### config.mk
export PLATFORM = sky130hd
export DESIGN_NAME = brc_ring_ctrl
export DESIGN_NICKNAME = d
export VERILOG_FILES = /design/src/rtl/brc_pkg.sv /design/src/rtl/brc_cmd.sv /design/src/rtl/brc_ptr.sv /design/src/rtl/brc_seq.sv /design/src/rtl/brc_ring_ctrl.sv
export SDC_FILE = /design/constraint.sdc
export NUM_CORES = 1
export LEC_CHECK = 0
export BUFFER_PORTS_ARGS = -buffer_cell sky130_fd_sc_hd__buf_2
export CORE_UTILIZATION = 35
export CTS_CLUSTER_SIZE = 10
export DETAILED_ROUTE_END_ITERATION = 8
export SETUP_SLACK_MARGIN = 0.3
export SYNTH_ARGS = -nofsm -noshare
export SYNTH_HDL_FRONTEND = slang
export SYNTH_SLANG_ARGS = --single-unit
export TNS_END_PERCENT = 1
### constraint.sdc
create_clock -name clk -period 2.46 [get_ports clk]
set_input_delay 0.123 -clock clk [delete_from_list [all_inputs] [get_ports clk]]
set_output_delay 0.123 -clock clk [all_outputs]
set_load 0.05 [all_outputs]
### src/rtl/brc_pkg.sv
package brc_pkg;
   localparam int RDY_BIT    = 15;
   localparam int WRAP_BIT   = 14;
   localparam int CLOSED_BIT = 0;
   localparam int HW         = 16;

   typedef enum logic [1:0] {
      CMD_STOP    = 2'd0,
      CMD_GSTOP   = 2'd1,
      CMD_RESTART = 2'd2,
      CMD_CLOSE   = 2'd3
   } cmd_e;

   typedef enum logic [3:0] {
      S_STOP, S_IDLE, S_F0, S_F1, S_F2, S_F3, S_F4, S_ACT, S_W0, S_W1
   } seq_e;

   typedef struct packed {
      logic stop;
      logic gstop;
      logic restart;
      logic close;
   } cmd_t;
endpackage

### src/rtl/brc_cmd.sv
module brc_cmd
   import brc_pkg::*;
(
   input  logic       clk,
   input  logic       rst_n,
   input  logic       cmd_valid,
   input  logic [1:0] cmd_code,
   input  logic       is_stopped,
   output cmd_t       cmd,
   output logic       gstop_pend
);
   always_comb begin
      cmd.stop    = cmd_valid && (cmd_code == CMD_STOP);
      cmd.gstop   = cmd_valid && (cmd_code == CMD_GSTOP);
      cmd.restart = cmd_valid && (cmd_code == CMD_RESTART);
      cmd.close   = cmd_valid && (cmd_code == CMD_CLOSE);
   end

   always_ff @(posedge clk) begin
      if (!rst_n)                      gstop_pend <= 1'b0;
      else if (is_stopped || cmd.stop) gstop_pend <= 1'b0;
      else if (cmd.gstop)              gstop_pend <= 1'b1;
   end

   // a pending graceful stop survives until the controller stops
   assert_gstop_held_R9: assert property (@(posedge clk) disable iff (!rst_n)
      (gstop_pend && !is_stopped && !cmd.stop) |=> gstop_pend);
endmodule

### src/rtl/brc_ptr.sv
module brc_ptr #(
   parameter int AW        = 12,
   parameter int BASE_MODE = 0
) (
   input  logic          clk,
   input  logic          rst_n,
   input  logic          base_wr,
   input  logic [AW-1:0] base_wdata,
   input  logic          wr_allow,
   input  logic          adv,
   input  logic          adv_wrap,
   output logic [AW-1:0] base_q,
   output logic [AW-1:0] cur_q,
   output logic          take
);
   localparam logic [AW-1:0] STEP = AW'(8);

   logic [AW-1:0] base_aligned;
   logic          base_ok;

   generate
      if (BASE_MODE == 0) begin : g_mask
         assign base_aligned = {base_wdata[AW-1:3], 3'b000};
         assign base_ok      = 1'b1;
      end else begin : g_reject
         assign base_aligned = base_wdata;
         assign base_ok      = (base_wdata[2:0] == 3'b000);
      end
   endgenerate

   assign take = base_wr && wr_allow && base_ok;

   always_ff @(posedge clk) begin
      if (!rst_n) begin
         base_q <= '0;
         cur_q  <= '0;
      end else if (take) begin
         base_q <= base_aligned;
         cur_q  <= base_aligned;
      end else if (adv) begin
         cur_q  <= adv_wrap ? base_q : cur_q + STEP;
      end
   end

   assert_wrap_to_base_R6: assert property (@(posedge clk) disable iff (!rst_n)
      (adv && adv_wrap && !take) |=> (cur_q == base_q));

   assert_ptr_aligned_R7: assert property (@(posedge clk) disable iff (!rst_n)
      cur_q[2:0] == 3'b000);
endmodule

### src/rtl/brc_seq.sv
module brc_seq
   import brc_pkg::*;
#(
   parameter int AW    = 12,
   parameter int PTR_W = 32
) (
   input  logic             clk,
   input  logic             rst_n,
   input  logic             cont_mode,
   input  logic             svc_req,
   input  logic             eng_done,
   input  logic [HW-1:0]    eng_count,
   input  cmd_t             cmd,
   input  logic             gstop_pend,
   input  logic             base_taken,
   input  logic [AW-1:0]    cur_q,
   input  logic [HW-1:0]    mem_rdata,
   output logic             mem_rd,
   output logic             mem_wr,
   output logic [AW-1:0]    mem_addr,
   output logic [HW-1:0]    mem_wdata,
   output logic             buf_valid,
   output logic [PTR_W-1:0] buf_ptr,
   output logic [HW-1:0]    buf_len,
   output logic             stopped_o,
   output logic             not_ready_o,
   output logic             adv,
   output logic             adv_wrap
);
   seq_e          state;
   logic [HW-1:0] st_q, len_q, ph_q, pl_q, cnt_q;
   logic          closed_q, nr_q;
   logic [2:0]    off;
   logic [HW-1:0] st_wb;
   logic [31:0]   full_ptr;

   always_ff @(posedge clk) begin
      if (!rst_n) begin
         state    <= S_STOP;
         st_q     <= '0;
         len_q    <= '0;
         ph_q     <= '0;
         pl_q     <= '0;
         cnt_q    <= '0;
         closed_q <= 1'b0;
         nr_q     <= 1'b0;
      end else begin
         if (base_taken) nr_q <= 1'b0;
         if (cmd.stop && state != S_STOP) begin
            state <= S_STOP;
         end else begin
            case (state)
               S_STOP: if (cmd.restart) state <= S_IDLE;
               S_IDLE: begin
                  if (gstop_pend)   state <= S_STOP;
                  else if (svc_req) state <= S_F0;
               end
               S_F0: state <= S_F1;
               S_F1: begin
                  st_q <= mem_rdata;
                  if (mem_rdata[RDY_BIT]) begin
                     nr_q  <= 1'b0;
                     state <= S_F2;
                  end else begin
                     nr_q  <= 1'b1;
                     state <= S_IDLE;
                  end
               end
               S_F2: begin len_q <= mem_rdata; state <= S_F3; end
               S_F3: begin ph_q  <= mem_rdata; state <= S_F4; end
               S_F4: begin pl_q  <= mem_rdata; state <= S_ACT; end
               S_ACT: begin
                  if (eng_done || cmd.close) begin
                     cnt_q    <= eng_count;
                     closed_q <= !eng_done;
                     state    <= S_W0;
                  end
               end
               S_W0:    state <= S_W1;
               S_W1:    state <= S_IDLE;
               default: state <= S_STOP;
            endcase
         end
      end
   end

   always_comb begin
      st_wb             = st_q;
      st_wb[RDY_BIT]    = cont_mode;
      st_wb[CLOSED_BIT] = closed_q;
   end

   always_comb begin
      off       = 3'd0;
      mem_rd    = 1'b0;
      mem_wr    = 1'b0;
      mem_wdata = '0;
      case (state)
         S_F0: begin mem_rd = 1'b1; off = 3'd0; end
         S_F1: begin mem_rd = 1'b1; off = 3'd2; end
         S_F2: begin mem_rd = 1'b1; off = 3'd4; end
         S_F3: begin mem_rd = 1'b1; off = 3'd6; end
         S_W0: begin mem_wr = 1'b1; off = 3'd0; mem_wdata = st_wb; end
         S_W1: begin mem_wr = 1'b1; off = 3'd2; mem_wdata = cnt_q; end
         default: ;
      endcase
   end

   assign mem_addr    = cur_q + {{(AW-3){1'b0}}, off};
   assign full_ptr    = {ph_q, pl_q};
   assign buf_ptr     = full_ptr[PTR_W-1:0];
   assign buf_len     = len_q;
   assign buf_valid   = (state == S_ACT);
   assign stopped_o   = (state == S_STOP);
   assign not_ready_o = nr_q;
   assign adv         = (state == S_W1) && !cmd.stop;
   assign adv_wrap    = st_q[WRAP_BIT];

   assert_stall_unowned_R3: assert property (@(posedge clk) disable iff (!rst_n)
      (state == S_F1 && !mem_rdata[RDY_BIT] && !cmd.stop) |=> (not_ready_o && !buf_valid));

   assert_stop_next_R8: assert property (@(posedge clk) disable iff (!rst_n)
      cmd.stop |=> stopped_o);

   assert_owner_wb_R5: assert property (@(posedge clk) disable iff (!rst_n)
      (mem_wr && off == 3'd0) |-> (mem_wdata[RDY_BIT] == cont_mode));

   assert_no_rdwr_R2: assert property (@(posedge clk) disable iff (!rst_n)
      !(mem_rd && mem_wr));
endmodule

### src/rtl/brc_ring_ctrl.sv
module brc_ring_ctrl
   import brc_pkg::*;
#(
   parameter int AW        = 12,
   parameter int PTR_W     = 32,
   parameter int BASE_MODE = 0
) (
   input  logic             clk,
   input  logic             rst_n,
   input  logic             cont_mode,
   input  logic             base_wr,
   input  logic [AW-1:0]    base_wdata,
   input  logic             cmd_valid,
   input  logic [1:0]       cmd_code,
   input  logic             svc_req,
   input  logic             eng_done,
   input  logic [15:0]      eng_count,
   output logic             buf_valid,
   output logic [PTR_W-1:0] buf_ptr,
   output logic [15:0]      buf_len,
   output logic             mem_rd,
   output logic             mem_wr,
   output logic [AW-1:0]    mem_addr,
   output logic [15:0]      mem_wdata,
   input  logic [15:0]      mem_rdata,
   output logic             stopped,
   output logic             not_ready
);
   initial begin
      assert (AW >= 4 && AW <= 16) else $error("AW out of range");
      assert (PTR_W >= 1 && PTR_W <= 32) else $error("PTR_W out of range");
      assert (BASE_MODE == 0 || BASE_MODE == 1) else $error("BASE_MODE must be 0 or 1");
   end

   cmd_t          cmd;
   logic          gstop_pend, take, adv, adv_wrap;
   logic [AW-1:0] base_q, cur_q;

   brc_cmd u_cmd (
      .clk        (clk),
      .rst_n      (rst_n),
      .cmd_valid  (cmd_valid),
      .cmd_code   (cmd_code),
      .is_stopped (stopped),
      .cmd        (cmd),
      .gstop_pend (gstop_pend)
   );

   brc_ptr #(.AW(AW), .BASE_MODE(BASE_MODE)) u_ptr (
      .clk        (clk),
      .rst_n      (rst_n),
      .base_wr    (base_wr),
      .base_wdata (base_wdata),
      .wr_allow   (stopped),
      .adv        (adv),
      .adv_wrap   (adv_wrap),
      .base_q     (base_q),
      .cur_q      (cur_q),
      .take       (take)
   );

   brc_seq #(.AW(AW), .PTR_W(PTR_W)) u_seq (
      .clk         (clk),
      .rst_n       (rst_n),
      .cont_mode   (cont_mode),
      .svc_req     (svc_req),
      .eng_done    (eng_done),
      .eng_count   (eng_count),
      .cmd         (cmd),
      .gstop_pend  (gstop_pend),
      .base_taken  (take),
      .cur_q       (cur_q),
      .mem_rdata   (mem_rdata),
      .mem_rd      (mem_rd),
      .mem_wr      (mem_wr),
      .mem_addr    (mem_addr),
      .mem_wdata   (mem_wdata),
      .buf_valid   (buf_valid),
      .buf_ptr     (buf_ptr),
      .buf_len     (buf_len),
      .stopped_o   (stopped),
      .not_ready_o (not_ready),
      .adv         (adv),
      .adv_wrap    (adv_wrap)
   );
endmodule

### Yosys cells after proc, flatten, opt, wreduce, memory -nomap -nowiden

Index checks and enable logic that the tools add are counted.

| storage, ports and cells | value |
|---|---|
| memories | 0 |
| logic and storage cells | 75 |
| output and inout bits | 81 |
| latch bits | 0 |
| register bits | 107 |
| RAM bits | 0 |
| input bits | 53 |
| bits in read-only memories | 0 |

| cells by class | value |
|---|---|
| multiply operators | 0 |
| shift-type cells | 0 |
| reduce and logical (&&, ||, !) cells | 27 |
| add/subtract/negate cells | 2 |
| bitwise operators | 2 |
| eq/ne operators | 15 |
| muxes and demuxes | 17 |
| divide/modulo/power cells | 0 |
| magnitude comparators | 0 |

Operators with widths:

| cell | number |
|---|---|
| 4-bit one-hot mux with 10 select lines | 1 |
| 12-bit two-way mux | 3 |
| 16-bit one-hot mux with 2 select lines | 1 |
| 4-bit by 3-bit == test with 1-bit output, second input constant | 4 |
| 4-bit two-way mux | 4 |
| 12-bit by 3-bit adder with 12-bit output | 1 |
| 12-bit by 4-bit adder with 12-bit output, second input constant | 1 |
| 2-bit OR reduction | 5 |
| 3-bit one-hot mux with 3 select lines | 1 |
| 4-bit by 2-bit == test with 1-bit output, second input constant | 2 |
| 4-bit == test, second input constant | 2 |
| 2-bit AND reduction | 4 |
| 1-bit logical AND | 7 |
| 1-bit two-way mux | 6 |
| 3-bit AND reduction | 2 |
| 2-bit == test, second input constant | 2 |
| 4-bit by 1-bit == test with 1-bit output, second input constant | 1 |
| 4-bit logical NOT | 1 |
| 4-bit nonzero test | 1 |
| 4-bit OR reduction | 1 |
| 3-bit two-way mux | 1 |
| 3-bit inequality test, second input constant | 1 |
| 2-bit by 1-bit == test with 1-bit output, second input constant | 1 |
| 1-bit logical NOT | 2 |
| 6 further kinds | 8 |

### Logic depth before layout (Yosys ltp)

| logic depth | value |
|---|---|
| depth in word-level cells | 6 |
| mapped depth | 9 |
| gate-level depth less buffers | 7 |

### Modules after synthesis

A second synthesis with hierarchy kept.

| unflattened totals | value |
|---|---|
| cell total of the unflattened synthesis | 583 |
| area, all modules | 4675.7 um2 |

Modules (own cells, without submodules):

| module | sequential area each (um2) | cells an instance | area each (um2) | times used |
|---|---|---|---|---|
| brc_seq | 1681.6 | 449 | 3570.9 | 1 |
| brc_ptr | 420.4 | 125 | 1031.0 | 1 |
| brc_cmd | 20.0 | 9 | 73.8 | 1 |

### Worst setup path after synthesis

Ideal clock, no wire load.

| timing path | value |
|---|---|
| path type | register to output |
| from | reg u_seq.state[3] |
| to | out mem_addr[9] |
| path slack | -0.850 ns |
| data required time | 2.337 ns |
| path buffers | 2 |
| cell stages (with the launch flop) | 10 |
| arrival time | 3.187 ns |
| cell sequence | dfxtp_1 > clkbuf_1 > or3b_2 > clkbuf_1 > inv_1 > o21a_1 > ha_1 > fa_1 > nand4_1 > xnor2_1 |

| between the ends | value |
|---|---|
| word-level cells in the longest chain between the ends | 4 |
| elaborated cells on any way between the ends | 7 |
| those cells by class | 1 x add/sub; 4 x eq/ne; 1 x mux; 1 x reduce/logical |

Ends and longest elaborated chain:

| element | line | text |
|---|---|---|
| start: declaration | brc_seq.sv:30 | `seq_e state;` |
| start signal: assignment | brc_seq.sv:39 | `state <= S_STOP;` |
| start signal: assignment | brc_seq.sv:50 | `state <= S_STOP;` |
| start signal: assignment | brc_seq.sv:53 | `S_STOP: if (cmd.restart) state <= S_IDLE;` |
| 4-bit by 2-bit == test with 1-bit output or 4-bit == test (tied branches) | brc_seq.sv:98 | `case (state)` |
| 2-bit OR reduction (no source line) | n/a |  |
| 3-bit one-hot mux with 3 select lines (*) | brc_seq.sv:98 |  |
| 12-bit by 3-bit adder with 12-bit output (*) | brc_seq.sv:109 | `assign mem_addr = cur_q + {{(AW-3){1'b0}}, off};` |
| end: declaration | brc_ring_ctrl.sv:23 | `output logic [AW-1:0] mem_addr,` |

Mark *: on every way between the ends. The rest lies on a longest branch, timed or not.

### Final worst setup path

| timing path | value |
|---|---|
| from | reg u_seq.state[1] |
| to | out mem_addr[9] |

The elaborated chain is that of the path after synthesis.

==> out/qor.yml <==
outcome:
  outcome: "finished with violations"
  violations: "negative setup slack"
place:
  gp_routability_congestion: 0.834
  dpl.hpwl_mm: 9.47
  placed_cells: 850
  pre_cts_ws_ns: 0.0968
  dpl-instance-area_mm2: 0.00558
  placement.io_buffers: 130
power:
  clockPowerShare: 0.284
  ir_drop_uv: 420
  netSwitchingPower_w: 0.00218
  intPower_w: 0.00360
  sw_frac_of_total: 0.377
  leakage_nw: 2.39
  p_per_area_mw_per_mm2: 951
  comb_power_share: 0.350
  seq_power_share: 0.366
cts:
  clock_insertion_delay_worst_skew_ns: 0.35
  clock-root-buffer: "clkbuf_16"
  cts.sink_count: 106
  cts_max_level: 3
  worst_setup_hold_path_clk_slew_ns: 0.07
  cts_tree: "done"
  clock_tree.buffer_depth: 2
  cts_inserted_buffers: 9
synthesis:
  yosys_most_used_dff: "dfxtp_1"
  cell_accounting_for_the_most_synthesized_area: "dfxtp_1"
  synthTopCellsByCount: "nand2_1, dfxtp_1, a21oi_1"
  netlist_instances: 574
  number_of_flops_mapped_to_enable_cells_by_yosys: 0
  netlist-cell-type-count: 53
  synth_most_common_cell: "nand2_1"
  ffs_w_async_s_r_synth: 0
  mappedNetlistNets: 631
  synth.ff_latch_count: 106
  syn-cell-area_mm2: 0.00465
  ys.warnings.count: 0
  synth_sequential_area_ratio: 0.457
  postSynthAreaPerCell_um2: 8.09
  yosys.area.top_type_share: 0.457
  synth.top_cells.by_area: "dfxtp_1, nand2_1, a21oi_1"
timing:
  layout_min_cycle_time_ns: 2.47
  timing.fmax_ghz: 0.406
  rsz0062_at_grt: "yes"
  finalHoldWorstSlack_ns: 0.0133
  tightest_slew_ns: 0.832
  setup_violations: 1
  final-hold-violation-count: 0
  final.setup_skew_ns: 0.00764
  post-route-worst-setup-slack_ns: -0.00533
  final_max_slew_viol_count: 0
  timing.slew.headroom: 0.446
  min_period_over_period: 1.00
grt:
  grt_pass1_wl_mm: 20.3
  first_global_vias: 3912
  grt_usage: 0.198
  grt_start_max_net_pins: 69
  grt_antenna_before_repair: 0
  globalRouteOverflowTotal: 0
worst_setup_path:
  slowest_delay_ns: 0.44
  cp_top_family: "simple AND/OR/NAND/NOR gates"
  worstSetupEndpointType: "output pin"
  criticalPathCategory: "reg -> out"
  cp_data_arrival_time_ns: 2.34
  crit_chain: "or3b_4 > inv_8 > o21a_4 > ha_4 > fa_2 > nand4_1 > xnor2_4 > buf_6"
  worstSetupStartpointType: "flop"
  cpMaxStageDelayCell: "or3b_4"
  cp_num_buf_inv: 2
  worst-path-max-fanout: 6
  worst-endpoint-required_ns: 2.34
cells_and_area:
  fin_nets: 752
  finish.instance_area_mm2: 0.00608
  final_util: 0.476
  area_growth_syn_to_layout_pct: 30.9
  antenna-diode-count: 0
  final_cell_count_no_fill: 872
  drive_above_1_share: 0.290
routing:
  drt.antenna.violating_nets: 0
  post_drt_via_cell_ratio: 4.98
  number_of_design_rule_violations_left_by_the_first_detailed_router_iteration: 174
  routedWlPerCell_um: 15.1
  drc_errors: 0
  drt-total-wl_mm: 13.2
  drt_pre_antenna_iters: 5
  route.vias.total: 4339
floorplanning:
  die_height_um: 117
  initial_utilization: 0.364
  floorplan.rows: 41
  dieWidth_um: 117
  placeableCoreArea_mm2: 0.0128
  design.die.area_mm2: 0.0137
  floorplan.io_pins: 134
run:
  drv_cap: 0
min_path:
  hold_class: "in -> reg"
-- per-layer routing --
layer	vias to the layer above	global-route usage	part of all wire
met5	-	0	0
met4	0	0.0582	0.0085
met3	10	0.0608	0.073
met2	139	0.316	0.47
met1	2028	0.257	0.45
li1	2162	-	-
-- final timing paths --
kind	startpoint	end	slack (ns)	cells after the start
worst max-delay path	u_seq.state[1]$_SDFFE_PP0P_	mem_addr[9]	-0.005	8
worst min-delay path	eng_count[14]	u_seq.cnt_q[14]$_SDFFE_PN0P_	0.01	3
worst max register to register	u_seq.state[2]$_SDFFE_PP0P_	u_seq.cnt_q[8]$_SDFFE_PN0P_	0.30	6
worst min register to register	u_seq.pl_q[5]$_SDFFE_PN0P_	u_seq.pl_q[5]$_SDFFE_PN0P_	0.45	2
-- cell usage in the layout, fill, tap and decap left out, drive strengths merged, types with 2 or more instances in the layout --
cell type  instances
bufinv             3
or3                2
nand2b            13
o311ai             3
nor2              42
clkbuf            12
inv                7
dfxtp            106
nand3              5
and3               2
a21oi             78
nor4               3
nor2b              2
nor3b              2
or3b               2
o211ai             3
or4                3
a211oi             2
xor2               4
o21ai              4
a31oi              9
nor3               8
ha                 3
mux2               2
mux2i             34
nand4              3
and2               5
nand2            162
buf              150
o21a               5
xnor2              8
-- sequential cells by signal, indices dropped and copies added (netlist names) --
name,flops
u_seq.closed_q,1
u_ptr.cur_q,12
u_seq.state,4
u_cmd.gstop_pend,1
u_seq.ph_q,16
u_seq.cnt_q,16
u_ptr.base_q,9
u_seq.pl_q,16
u_seq.not_ready_o,1
u_seq.st_q,14
u_seq.buf_len,16
-- area by class of cell --
type                       instances  area, um2
clock buffer                      11        233
clock inverter                     5        108
fill                            1269       6690
inverter                           5       26.3
multi-input combinational        421       2460
sequential                       106       2130
tap                              172        215
timing repair buffer             152        907
-- power by group through the flow --
| stage | sequential (W) | clock (W) | combinational, W |
|---|---|---|---|
| after global placement | 0.00214 | 0 | 0.00188 |
| final | 0.00212 | 0.00164 | 0.00202 |
| after floorplan | 0.00234 | 0 | 0.00123 |
| after detailed placement | 0.00215 | 0 | 0.00191 |
| after CTS | 0.00212 | 0.00169 | 0.00200 |
| after global routing | 0.00214 | 0.00176 | 0.00217 |
-- worst reg2reg max path, stage by stage, from the launching register on --
cell and delay, ns:
dfxtp_4 0.36, buf_4 0.14, or4_4 0.57, a2111oi_4 0.45, buf_12 0.23, mux2i_1 0.22
nor2_1 0.05
-- kinds of logic after synthesis --
| kind of cell | count (synthesis) | share of synthesized area |
|---|---|---|
| and+or+nand+nor | 258 | 0.243 |
| AOI/OAI and AO/OA | 111 | 0.140 |
| DFF | 106 | 0.457 |
| buffers and inverters | 47 | 0.0469 |
| muxes | 36 | 0.0781 |
| xor gates and xnor gates | 12 | 0.0226 |
| adders and majority gates | 4 | 0.0124 |
-- per-stage QoR --
| stage | TNS (ns) | total power (W) |
|---|---|---|
| after global routing | -0.141 | 0.00608 |
| after detailed placement | 0 | 0.00406 |
| after global placement | 0 | 0.00402 |
| after CTS | -0.0554 | 0.00581 |
| after floorplan | 0 | 0.00357 |
| final | -0.00533 | 0.00578 |
-- what timing repair did --
action / 4_1_cts / 5_1_grt
gates resized for setup: 27 / 6
buffers inserted: 3 / 2
setup endpoints to repair: 10 / 26
hold buffers: 1 / 0
pin swaps: 7 / 10
endpoints found under the hold margin: 1 / 0
Power figures use the tool's default switching activity.
